**config.mk**
```make
export PLATFORM = sky130hd
export DESIGN_NAME = shram_host_port
export DESIGN_NICKNAME = d
export VERILOG_FILES = /design/src/rtl/shram_pkg.sv /design/src/rtl/shram_decode.sv /design/src/rtl/shram_ptr.sv /design/src/rtl/shram_ctrl.sv /design/src/rtl/shram_host_port.sv
export SDC_FILE = /design/constraint.sdc
export NUM_CORES = 1
export LEC_CHECK = 0
export ABC_CLOCK_PERIOD_IN_PS = 2500
export BUFFER_PORTS_ARGS = -buffer_cell sky130_fd_sc_hd__buf_2
export CORE_MARGIN = 10
export CORE_UTILIZATION = 50
export DETAILED_ROUTE_END_ITERATION = 8
export GPL_ROUTABILITY_DRIVEN = 0
export PLACE_DENSITY = 0.9
export SLEW_MARGIN = 15
export SYNTH_ARGS = -nofsm -noshare
export SYNTH_HDL_FRONTEND = slang
export SYNTH_SLANG_ARGS = --single-unit
export TNS_END_PERCENT = 10
```
**constraint.sdc**
```tcl
create_clock -name clk -period 2.5 [get_ports clk]
set_input_delay 0.5 -clock clk [delete_from_list [all_inputs] [get_ports clk]]
set_output_delay 0.5 -clock clk [all_outputs]
set_load 0.03 [all_outputs]
```
**src/rtl/shram_pkg.sv**
```systemverilog
package shram_pkg;

    typedef enum logic [2:0] {
        SEL_NONE,
        SEL_PTR_HI,
        SEL_PTR_LO,
        SEL_CTRL,
        SEL_DATA
    } reg_sel_e;

    // even byte offsets of the registers (bit 0 is never decoded)
    localparam int unsigned OFS_PTR_HI = 0;
    localparam int unsigned OFS_PTR_LO = 2;
    localparam int unsigned OFS_CTRL   = 4;
    localparam int unsigned OFS_DATA   = 8;

    // status/control bit positions
    localparam int unsigned CB_BYPASS  = 0;
    localparam int unsigned CB_STEP    = 1;
    localparam int unsigned CB_RUN     = 2;
    localparam int unsigned CB_IRQ     = 3;
    localparam int unsigned CB_PRI_LO  = 4;
    localparam int unsigned CB_PRI_HI  = 5;
    localparam int unsigned CB_HWINT   = 6;
    localparam int unsigned CB_NODMA   = 7;

    localparam int unsigned PRI_LINES  = 2;

    typedef struct packed {
        logic                 bypass;
        logic                 step;
        logic                 run;
        logic                 irq;
        logic [PRI_LINES-1:0] pri;
    } ctrl_state_t;

endpackage

```
**src/rtl/shram_decode.sv**
```systemverilog
module shram_decode
    import shram_pkg::*;
#(
    parameter int unsigned ADDR_W = 4
) (
    input  logic [ADDR_W-1:0] host_addr,
    output reg_sel_e          sel
);
    localparam logic [ADDR_W-1:0] EVEN_MASK = ~ADDR_W'(1);

    logic [ADDR_W-1:0] aligned;

    always_comb begin
        aligned = host_addr & EVEN_MASK;
        if (aligned == ADDR_W'(OFS_PTR_HI))      sel = SEL_PTR_HI;
        else if (aligned == ADDR_W'(OFS_PTR_LO)) sel = SEL_PTR_LO;
        else if (aligned == ADDR_W'(OFS_CTRL))   sel = SEL_CTRL;
        else if (aligned == ADDR_W'(OFS_DATA))   sel = SEL_DATA;
        else                                     sel = SEL_NONE;
    end
endmodule

```
**src/rtl/shram_ptr.sv**
```systemverilog
module shram_ptr #(
    parameter int unsigned DATA_W = 8,
    localparam int unsigned PTR_W = 2 * DATA_W
) (
    input  logic              clk,
    input  logic              rst_n,
    input  logic              ld_hi,
    input  logic              ld_lo,
    input  logic              step,
    input  logic [DATA_W-1:0] wdata,
    output logic [PTR_W-1:0]  ptr
);
    typedef struct packed {
        logic [DATA_W-1:0] hi;
        logic [DATA_W-1:0] lo;
    } ptr_t;

    ptr_t ptr_d, ptr_q;

    always_comb begin
        ptr_d = ptr_q;
        if (ld_hi) begin
            ptr_d.hi = wdata;
        end else if (ld_lo) begin
            ptr_d.lo = wdata;
        end else if (step) begin
            // natural modulo wrap of the full pointer
            ptr_d = ptr_t'(PTR_W'(ptr_q) + PTR_W'(1));
        end
    end

    always_ff @(posedge clk or negedge rst_n) begin
        if (!rst_n) ptr_q <= '0;
        else        ptr_q <= ptr_d;
    end

    assign ptr = ptr_q;
endmodule

```
**src/rtl/shram_ctrl.sv**
```systemverilog
module shram_ctrl
    import shram_pkg::*;
#(
    parameter int unsigned DATA_W = 8
) (
    input  logic                 clk,
    input  logic                 rst_n,
    input  logic                 wr_en,
    input  logic [DATA_W-1:0]    wdata,
    input  logic [PRI_LINES-1:0] pri_set,
    input  logic                 irq_ack,
    input  logic                 hw_int,
    input  logic                 dma_req,
    output ctrl_state_t          state,
    output logic [DATA_W-1:0]    status
);
    ctrl_state_t st_d, st_q;

    always_comb begin
        st_d = st_q;
        if (irq_ack) st_d.irq = 1'b0;
        if (wr_en) begin
            st_d.bypass = wdata[CB_BYPASS];
            st_d.step   = wdata[CB_STEP];
            st_d.run    = wdata[CB_RUN];
            if (wdata[CB_IRQ]) st_d.irq = 1'b1;
            st_d.pri    = st_q.pri & ~wdata[CB_PRI_HI:CB_PRI_LO];
        end
        st_d.pri = st_d.pri | pri_set;
    end

    always_ff @(posedge clk or negedge rst_n) begin
        if (!rst_n) st_q <= '0;
        else        st_q <= st_d;
    end

    always_comb begin
        status                        = '0;
        status[CB_BYPASS]             = st_q.bypass;
        status[CB_STEP]               = st_q.step;
        status[CB_RUN]                = st_q.run;
        status[CB_IRQ]                = st_q.irq;
        status[CB_PRI_HI:CB_PRI_LO]   = st_q.pri;
        status[CB_HWINT]              = st_q.bypass & hw_int;
        status[CB_NODMA]              = st_q.bypass & ~dma_req;
    end

    assign state = st_q;
endmodule

```
**src/rtl/shram_host_port.sv**
```systemverilog
module shram_host_port
    import shram_pkg::*;
#(
    parameter int unsigned ADDR_W = 4,
    parameter int unsigned DATA_W = 8,
    localparam int unsigned PTR_W = 2 * DATA_W
) (
    input  logic                 clk,
    input  logic                 rst_n,
    input  logic                 host_sel,
    input  logic                 host_we,
    input  logic [ADDR_W-1:0]    host_addr,
    input  logic [DATA_W-1:0]    host_wdata,
    output logic [DATA_W-1:0]    host_rdata,
    output logic [PTR_W-1:0]     ram_addr,
    output logic [DATA_W-1:0]    ram_wdata,
    output logic                 ram_we,
    output logic                 ram_re,
    input  logic [DATA_W-1:0]    ram_rdata,
    output logic                 cop_run,
    output logic                 cop_irq,
    input  logic                 cop_irq_ack,
    input  logic [PRI_LINES-1:0] cop_int,
    input  logic                 hw_int,
    input  logic                 dma_req,
    output logic                 bypass,
    output logic                 host_irq
);
    reg_sel_e          sel;
    ctrl_state_t       ctrl_q;
    logic [DATA_W-1:0] status;
    logic [PTR_W-1:0]  ptr;
    logic              wr_acc;
    logic              win_acc;
    logic              step_on;

    shram_decode #(.ADDR_W(ADDR_W)) u_dec (
        .host_addr (host_addr),
        .sel       (sel)
    );

    always_comb begin
        wr_acc  = host_sel & host_we;
        win_acc = host_sel & (sel == SEL_DATA);
    end

    shram_ptr #(.DATA_W(DATA_W)) u_ptr (
        .clk   (clk),
        .rst_n (rst_n),
        .ld_hi (wr_acc & (sel == SEL_PTR_HI)),
        .ld_lo (wr_acc & (sel == SEL_PTR_LO)),
        .step  (win_acc & step_on),
        .wdata (host_wdata),
        .ptr   (ptr)
    );

    shram_ctrl #(.DATA_W(DATA_W)) u_ctrl (
        .clk     (clk),
        .rst_n   (rst_n),
        .wr_en   (wr_acc & (sel == SEL_CTRL)),
        .wdata   (host_wdata),
        .pri_set (cop_int),
        .irq_ack (cop_irq_ack),
        .hw_int  (hw_int),
        .dma_req (dma_req),
        .state   (ctrl_q),
        .status  (status)
    );

    assign step_on = ctrl_q.step;

    always_comb begin
        unique case (sel)
            SEL_PTR_HI: host_rdata = ptr[PTR_W-1:DATA_W];
            SEL_PTR_LO: host_rdata = ptr[DATA_W-1:0];
            SEL_CTRL:   host_rdata = status;
            SEL_DATA:   host_rdata = ram_rdata;
            default:    host_rdata = '0;
        endcase
    end

    assign ram_addr  = ptr;
    assign ram_wdata = host_wdata;
    assign ram_we    = win_acc & host_we;
    assign ram_re    = win_acc & ~host_we;
    assign cop_run   = ctrl_q.run;
    assign cop_irq   = ctrl_q.irq;
    assign bypass    = ctrl_q.bypass;
    assign host_irq  = |ctrl_q.pri;
endmodule

```
==> impl_metrics.ini <==
[power]
p_per_area_mw_per_mm2 = 723
p_leak_uw = 0.000877
ir_drop_mv = 0.405

[logic_synthesis]
synth_cells = 200
ys_ff_latch = 22
netlist_top_cells_area = dfrtp_1 (33%), nand2_1 (8.4%), mux2i_1 (5.5%), o21ai_0 (5.2%), buf_4 (4.1%)
synth_edf_count = 0
async_flop_share_pct = 100
synth_area_per_cell_um2 = 8.22
yosys.cell_types.count = 40
yosysWarningCount = 0
synth_seq_area_share_pct = 33.5
synth_fp_nets = 230
synth.cell_area_mm2 = 0.00164
synth_top_area_share_pct = 33.5
synth_area_leader_cell = dfrtp_1
synth_flop_cell = dfrtp_1

[timing]
period_share_pct = 85.7
maxClockFrequency_mhz = 467
period_minus_slack_ns = 2.14
slew_headroom_pct = 51.3
fin_skew_ns = 0.00212
worst_pin_slew_ns = 0.731
drv_slew = 0
hold_viol_final = 0
holdWs_ns = 0.122
setup_violations = 0
rsz0062_at_grt = false
tns_ns = 0

[detailed_routing]
final_antenna_net_count = 0
routed_wl_um = 5260
wl_per_cell_um = 17.9
via_per_inst = 6.00
num_vias = 1757
route.detailed.drc = 0
drtIter0Drc = 170
dr.pass1.iters = 9

[finish]
drive_gt1_share_pct = 30.1
nets = 280
final_common_cell = buf_2
syn_to_final_growth_pct = 18.2
diodes = 0
final_cell_mix = buf_2 (65), nand2_1 (37), dfrtp_1 (22)

[global_route]
grt_pass1_vias = 1775
antenna_found_initial = 0
grt_max_degree = 23
grt_util_all_layers_pct = 17.1
grt_pass1_wl_um = 8620
grt_use_met1_pct = 20.7
grtUsageMet2_pct = 26.2
grt_most_used_layer = met2
grt_util_met3_pct = 5.65
grt-ovfl-total = 0

[floorplanning]
die_y_um = 77.3
dieArea_mm2 = 0.00598
start_util_pct = 53.0
fp.dieW_um = 77.3
num_rows = 20
core_mm2 = 0.00310
io_pins = 67

[critical_path]
cpMostUsedCell = buf_2
cp-end-kind = output pin
critPathLaunchType = primary input
critical_path.max_fanout = 18
cp.arrival_ns = 1.64
crit_path_max_incr_delay_ns = 0.33
worstSetupPathType = in -> out
required_ns = 2.00
critical_path.slowest_cell = nor2b_1
path_cells = buf_2 > nor2b_1 > a21oi_1 > o21ai_0 > buf_2

[clock_network]
cts.htree.levels = 1
clkLatencyLatePin_ns = 0.32
ctsHoldBuffers = 0
clockBufferDepth = 2
cts_tree = done
cts-root-buf = clkbuf_4
clkSlewWorstSetupHoldPaths_ns = 0.13
post_cts.repair.setup_buffers = 0
cts_inserted_buffers = 3
cts.sinks = 22
post_cts_resize_count = 0

[min_path]
hold_path_class = in -> async

[flow_run]
max_cap_viol_count = 0

[status]
status = complete, no violations

[placed_design]
place_hpwl_um = 3980
io_buffers = 65
==> metal layers <==
layer / routed length [um] / share of wire [%] / up-vias
li1: - / - / 812
met1: 2160 / 41 / 823
met2: 2280 / 43 / 108
met3: 631 / 12 / 14
met4: 181 / 3.4 / 0
met5: 0 / 0 / -
==> cells by family after synthesis <==
group,count (synthesis),synth area share (%)
simple gates,94,31.4
mux,9,5.48
buf+inv,24,8.29
flops,22,33.5
fa+ha+maj,1,0.761
xor+xnor,6,3.20
compound gates,44,17.4
==> stage by stage <==
| stage | utilization (%) | power, uW | cell area [um^2] | std cells | worst slack (ns) |
|---|---|---|---|---|---|
| floorplan | - | 995 | 1640 | 200 | 0.326 |
| global placement | 61.5 | 1190 | 1910 | 289 | 0.385 |
| detailed placement | 61.5 | 1200 | 1910 | 289 | 0.356 |
| CTS | 62.6 | 1400 | 1940 | 293 | 0.372 |
| global route | 62.6 | 1490 | 1940 | 293 | 0.270 |
| finish | 62.6 | 1400 | 1940 | 293 | 0.359 |
==> worst max-delay path: cells and delay by family <==
| kind | cells | cell delay, ns |
|---|---|---|
| simple gates | 1 | 0.33 |
| compound gates | 2 | 0.28 |
| buf+inv | 2 | 0.52 |
==> where the power goes <==
| group | internal, uW | switching (uW) | leakage, uW |
|---|---|---|---|
| clock | 89.2 | 117 | 0.0000210 |
| sequential | 439 | 157 | 0.000272 |
| combinational | 201 | 401 | 0.000585 |
| total | 729 | 675 | 0.000877 |
==> state kept, by name (all words and copies together), names as in the netlist <==
register and count:
u_ptr.ptr 16, u_ctrl.state 6
==> cell usage after synthesis, drive strengths merged (3+ instances only) <==
library cell	number
a221o	3
inv	3
nor3	5
and4	4
a21o	5
dfrtp	22
a21oi	7
nand4	7
buf	14
o21ai	17
xnor2	6
nor2	10
and2	3
nand3	8
a22oi	3
or4	5
o211ai	4
nand2	37
mux2i	9
clkbuf	7
==> path summary, 6_finish.rpt <==
kind / depth (start not counted) / endpoint / from / slack [ns]
worst max-delay path: 5 / host_rdata[0] / host_addr[2] / 0.36
worst min-delay path: 1 / u_ctrl.state[5]$_DFFE_PN0N_ / rst_n / 0.12
worst max register to register: 4 / u_ptr.ptr[15]$_DFFE_PN0P_ / u_ptr.ptr[2]$_DFFE_PN0P_ / 0.61
worst min register to register: 1 / u_ctrl.state[1]$_DFF_PN0_ / u_ctrl.state[1]$_DFF_PN0_ / 0.53
max in group asynchronous: 1 / u_ptr.ptr[1]$_DFFE_PN0P_ / rst_n / 2.04
min in group clk: 2 / u_ctrl.state[0]$_DFF_PN0_ / cop_int[0] / 0.35
==> final cells by class <==
| cell class | count | area (um^2) |
|---|---|---|
| inverters | 3 | 11.3 |
| fillers | 295 | 1160 |
| well taps | 44 | 55.1 |
| multi-input cells | 154 | 957 |
| flip-flops and latches | 22 | 551 |
| repair buffers | 66 | 333 |
| clock buffers | 4 | 36.3 |
(Power assumes the default switching activity.)
